## src/rtl/coal_pkg.sv

```systemverilog
package coal_pkg;
  typedef enum logic [1:0] {
    SEG_32   = 2'd0,
    SEG_64   = 2'd1,
    SEG_128  = 2'd2,
    SEG_128X = 2'd3
  } seg_code_e;

  // Segment size in bytes for a size code; the spare code maps to the largest size.
  function automatic logic [7:0] seg_bytes(input logic [1:0] code);
    case (code)
      SEG_32:  seg_bytes = 8'd32;
      SEG_64:  seg_bytes = 8'd64;
      default: seg_bytes = 8'd128;
    endcase
  endfunction
endpackage

```

## src/rtl/coal_first_set.sv

```systemverilog
module coal_first_set #(
  parameter int N  = 32,
  parameter int IW = $clog2(N)
) (
  input  logic [N-1:0]  vec,
  output logic [IW-1:0] idx,
  output logic          any
);
  // Lowest set bit wins: scan from the top so the last hit is the lowest.
  always_comb begin
    idx = '0;
    any = 1'b0;
    for (int i = N - 1; i >= 0; i--) begin
      if (vec[i]) begin
        idx = IW'(i);
        any = 1'b1;
      end
    end
  end
endmodule

```

## src/rtl/coal_seg_match.sv

```systemverilog
module coal_seg_match #(
  parameter int LANES = 32,
  parameter int AW    = 32
) (
  input  logic [LANES*AW-1:0] lane_addr,
  input  logic [LANES-1:0]    pend,
  input  logic [AW-1:0]       seg_mask,
  input  logic [AW-1:0]       seg_base,
  output logic [LANES-1:0]    hit
);
  // One comparator per lane: pending lanes whose segment equals the leader's.
  for (genvar g = 0; g < LANES; g++) begin : g_lane
    assign hit[g] = pend[g] && ((lane_addr[g*AW +: AW] & seg_mask) == seg_base);
  end
endmodule

```

## src/rtl/warp_coalescer.sv

```systemverilog
module warp_coalescer
  import coal_pkg::*;
#(
  parameter int LANES = 32,
  parameter int AW    = 32,
  parameter int LW    = $clog2(LANES)
) (
  input  logic                clk,
  input  logic                rst_n,
  input  logic                req_valid,
  output logic                req_ready,
  input  logic [LANES*AW-1:0] req_addr,
  input  logic [LANES-1:0]    req_mask,
  input  logic [1:0]          req_seg,
  output logic                txn_valid,
  input  logic                txn_ready,
  output logic [AW-1:0]       txn_base,
  output logic [7:0]          txn_bytes,
  output logic [LANES-1:0]    txn_lanes,
  output logic                txn_last,
  output logic                done
);
  logic                busy;
  logic [LANES-1:0]    pend;
  logic [LANES*AW-1:0] addr_q;
  logic [1:0]          seg_q;
  logic                done_q;

  logic [AW-1:0]    lane_a [LANES];
  logic [LW-1:0]    lead_idx;
  logic             lead_any;
  logic [AW-1:0]    seg_mask;
  logic [AW-1:0]    lead_base;
  logic [LANES-1:0] hit;
  logic             req_fire;
  logic             txn_fire;

  for (genvar g = 0; g < LANES; g++) begin : g_unpack
    assign lane_a[g] = addr_q[g*AW +: AW];
  end

  coal_first_set #(.N(LANES), .IW(LW)) u_lead (
    .vec (pend),
    .idx (lead_idx),
    .any (lead_any)
  );

  assign txn_bytes = seg_bytes(seg_q);
  assign seg_mask  = ~(AW'(txn_bytes) - AW'(1));
  assign lead_base = lane_a[lead_idx] & seg_mask;

  coal_seg_match #(.LANES(LANES), .AW(AW)) u_match (
    .lane_addr (addr_q),
    .pend      (pend),
    .seg_mask  (seg_mask),
    .seg_base  (lead_base),
    .hit       (hit)
  );

  assign req_ready = !busy;
  assign txn_valid = busy && lead_any;
  assign txn_base  = lead_base;
  assign txn_lanes = hit;
  assign txn_last  = (pend & ~hit) == '0;
  assign done      = done_q;
  assign req_fire  = req_valid && req_ready;
  assign txn_fire  = txn_valid && txn_ready;

  always_ff @(posedge clk) begin
    if (!rst_n) begin
      busy   <= 1'b0;
      pend   <= '0;
      addr_q <= '0;
      seg_q  <= 2'd0;
      done_q <= 1'b0;
    end else begin
      done_q <= 1'b0;
      if (req_fire) begin
        addr_q <= req_addr;
        seg_q  <= req_seg;
        pend   <= req_mask;
        busy   <= |req_mask;
        done_q <= ~|req_mask;
      end else if (txn_fire) begin
        pend <= pend & ~hit;
        if (txn_last) begin
          busy   <= 1'b0;
          done_q <= 1'b1;
        end
      end
    end
  end

  // only the three legal sizes ever leave the block
  p_size_legal_r2: assert property (@(posedge clk) disable iff (!rst_n)
    txn_valid |-> (txn_bytes == 8'd32 || txn_bytes == 8'd64 || txn_bytes == 8'd128));

  // every transaction serves at least one lane
  p_nonempty_r3: assert property (@(posedge clk) disable iff (!rst_n)
    txn_valid |-> txn_lanes != '0);

  // the leader picked by the priority encoder is served by the comparators
  p_leader_served_r5: assert property (@(posedge clk) disable iff (!rst_n)
    txn_valid |-> hit[lead_idx]);

  // a stalled transaction holds its fields
  p_hold_r6: assert property (@(posedge clk) disable iff (!rst_n)
    txn_valid && !txn_ready |=> txn_valid && $stable(txn_base) && $stable(txn_lanes)
                                && $stable(txn_bytes) && $stable(txn_last));

  // the completion pulse never overlaps a transaction
  p_done_idle_r7: assert property (@(posedge clk) disable iff (!rst_n)
    done |-> !txn_valid);

  // an empty request finishes at once
  p_empty_req_r8: assert property (@(posedge clk) disable iff (!rst_n)
    req_fire && req_mask == '0 |=> done && !txn_valid);

  // with the consumer ready, the next transaction follows back to back
  p_drain_r9: assert property (@(posedge clk) disable iff (!rst_n)
    txn_fire && !txn_last |=> txn_valid);
endmodule

```

## config.mk

```make
export PLATFORM = sky130hd
export DESIGN_NAME = warp_coalescer
export DESIGN_NICKNAME = d
export VERILOG_FILES = /design/src/rtl/coal_pkg.sv /design/src/rtl/coal_first_set.sv /design/src/rtl/coal_seg_match.sv /design/src/rtl/warp_coalescer.sv
export SDC_FILE = /design/constraint.sdc
export NUM_CORES = 2
export LEC_CHECK = 0
export ABC_AREA = 1
export CAP_MARGIN = 20
export CORE_AREA = 2 2 441 443
export CTS_CLUSTER_DIAMETER = 60
export DETAILED_ROUTE_END_ITERATION = 12
export DIE_AREA = 0 0 443 445
export DONT_BUFFER_PORTS = 1
export GPL_TIMING_DRIVEN = 0
export HOLD_SLACK_MARGIN = 0.05
export PLACE_DENSITY = 0.53
export REMOVE_ABC_BUFFERS = 1
export SKIP_CTS_REPAIR_TIMING = 1
export SYNTH_ARGS = -nofsm -noshare
export SYNTH_HDL_FRONTEND = slang
export SYNTH_HIERARCHICAL = 1
export SYNTH_SLANG_ARGS = --single-unit
```

## constraint.sdc

```tcl
create_clock -name clk -period 10.5 [get_ports clk]
set_input_delay 0.525 -clock clk [delete_from_list [all_inputs] [get_ports clk]]
set_output_delay 0.525 -clock clk [all_outputs]
set_load 0.005 [all_outputs]
```

==> flow_summary.yaml <==
sta:
  worst_slew_pin_slew_ns: 1.32
  slew_headroom_pct: 10.8
  post-route-period-util_pct: 101
  slew_violations: 0
  finalSetupTns_ns: -0.0678
  timing.final.hold_violations: 0
  clock.fmax_mhz: 94.6
  finalWorstPathRequiredPeriod_ns: 10.57
  setup_ws_ns: -0.0678
  final-setup-viol-count: 1
  fin_worst_skew_ns: 0.0452
worst_setup_path:
  crit_family: "simple AND/OR/NAND/NOR gates"
  crit_required_ns: 9.98
  crit_path_top_delay_cell: "a21oi_1"
  end_kind: "output port"
  crit_fanout: 94
  reg2reg_to: "done"
  r2r_start: "pend[30]"
  timing.critical_path.arrival_ns: 10.04
  start_kind: "register"
  slowest_delay_ns: 0.52
  path_class: "reg2out"
  path_buf_inv: 13
  cpMostUsedCell: "nand2_1"
  r2r_cells: 63
  rrSetupSlack_ns: 0.46
global_route:
  gr-total-overflow: 0
  grt_pass1_vias: 70400
  grt_start_max_net_pins: 1061
  grt_use_total_pct: 45.2
  grt_pass1_wl_um: 612000
  antenna_found_initial: 77
yosys:
  synth_area_mm2: 0.0667
  synth.distinct_cells: 32
  yosysSeqAreaShare_pct: 31.8
  async_reset_ff_share_pct: 0
  synth_seq_cells: 1060
  synth_edf_count: 0
  yosysWarnings: 6
  yosys_most_used_dff: "dfxtp_1"
  avgSynthCellArea_um2: 5.83
  netlist_instances: 11400
routing:
  wirelength_um: 491000
  drcViolationCount: 0
  final_antenna_net_count: 0
  vias: 86100
  drt_pass1_iterations: 7
  wl_per_cell_um: 33.7
  via_per_inst: 5.90
  drtIter0Drc: 13600
layout:
  num-nets-final: 13000
  final_cell_mix: "nand2_1, nor2_1, nand3_1"
  fin_cells: 14600
  drive_gt1_share_pct: 5.07
  finalInstanceArea_mm2: 0.0849
  area_delta_synth_final_pct: 27.4
  layout_commonest_cell: "nand2_1"
die:
  die-width_um: 443
  die_y_um: 445
  die-area_mm2: 0.197
  core_mm2: 0.192
  rows: 161
  pin_count: 1138
  start_util_pct: 34.7
clock_network:
  htree_num_levels: 4
  clkTransAtPathRegs_ns: 0.06
  clk-insertion-delay-late_ns: 0.86
  clockBufferDepth: 3
  cts_buffers: 149
  cts_tree: "done"
  clock_sinks: 1060
  cts_root_buf: "clkbuf_16"
hold_path:
  whs_endpoint: "addr_q[251]"
  hold_depth: 2
  min-delay-start: "req_addr[251]"
  min_path_type: "in2reg"
placement:
  place_inst: 13300
  place_area_mm2: 0.0691
  place_worst_setup_slack_ns: -1.50
  place_congestion: 1.05
  portBuffers: 0
  dp_hpwl_um: 344000
power:
  p_per_area_mw_per_mm2: 257
  p_leak_nw: 34.9
  finalPower_mw: 21.8
  vdd_ir_drop_max_mv: 0.170
run_status:
  outcome: "complete, but fails checks"
  failed_checks: "setup timing"
run:
  drv_cap: 0
-- synthesized netlist by cell type (2+ instances only) --
| master | instances | area (um^2) |
|---|---|---|
| buf_1 | 21 | 78.8 |
| buf_4 | 131 | 983 |
| nor4_1 | 4 | 25.0 |
| nor2_1 | 2729 | 10200 |
| nor3_1 | 3 | 15.0 |
| o21ai_0 | 1046 | 5240 |
| conb_1 | 2 | 7.51 |
| inv_1 | 74 | 278 |
| o211ai_1 | 31 | 233 |
| nand4_1 | 11 | 68.8 |
| inv_2 | 35 | 131 |
| o22ai_1 | 2 | 12.5 |
| o31ai_1 | 26 | 195 |
| nand3_2 | 10 | 100 |
| clkbuf_1 | 301 | 1130 |
| nand2_1 | 3656 | 13700 |
| o21ai_1 | 141 | 706 |
| a21oi_1 | 135 | 676 |
| buf_6 | 31 | 349 |
| dfxtp_1 | 1060 | 21200 |
| xor2_1 | 330 | 2890 |
| buf_2 | 415 | 2080 |
| nand3_1 | 1200 | 6010 |
| a31oi_1 | 32 | 200 |
-- per-layer routing --
metal | routed length (um) | track usage (%) | share of wire (%)
met1 | 181000 | 54.6 | 37
met3 | 62400 | 15.0 | 13
met5 | 307 | 0 | 0.062
met4 | 47200 | 35.6 | 9.6
met2 | 201000 | 65.5 | 41
-- flip-flops by register name, summed over array words and instances, names as in the netlist --
signal,count
addr_q,1024
done,1
seg_q,2
pend,32
busy,1
-- worst max-delay path by stage --
stage                  start        to  slack, ns  cells past startpoint
finish              pend[30]  txn_last      -0.07                     61
global route        pend[29]  txn_last      -0.09                     62
CTS                 pend[29]  txn_last      -2.42                     62
detailed placement  pend[29]  txn_last      -1.50                     62
global placement    pend[31]  txn_last     -75.57                     34
floorplan           pend[31]  txn_last     -16.62                     34
-- kinds of logic after synthesis --
kind of cell | synth area share, %
AOI/OAI and AO/OA | 10.9
xor gates and xnor gates | 4.34
adders and majority gates | 0.0188
buffers and inverters | 7.56
DFF | 31.8
other | 0.0113
and+or+nand+nor | 45.3
-- through the flow --
step | util [%] | hold slack, ns
3_3_place_gp | 34.1 | 0.457
5_1_grt | 44.2 | 0.0375
4_1_cts | 38.7 | -0.200
2_1_floorplan | - | 0.444
3_5_place_dp | 36.0 | 0.473
6_report | 44.2 | 0.0130
-- report_power, final --
part,leakage (nW),internal (mW),switching (mW)
combinational,23.6,3.26,8.20
sequential,8.79,4.37,0.610
clock,2.50,3.20,2.19
-- layout make-up --
| class | count | area [um^2] |
|---|---|---|
| antenna | 56 | 140 |
| clock buffer | 194 | 4230 |
| clock inverter | 76 | 952 |
| fill | 20500 | 107000 |
| inverter | 111 | 507 |
| multi-input combinational | 9442 | 41600 |
| sequential | 1060 | 21200 |
| tap | 2526 | 3160 |
| timing repair buffer | 1125 | 13100 |
Note: power is estimated with default switching activity, not from simulation.
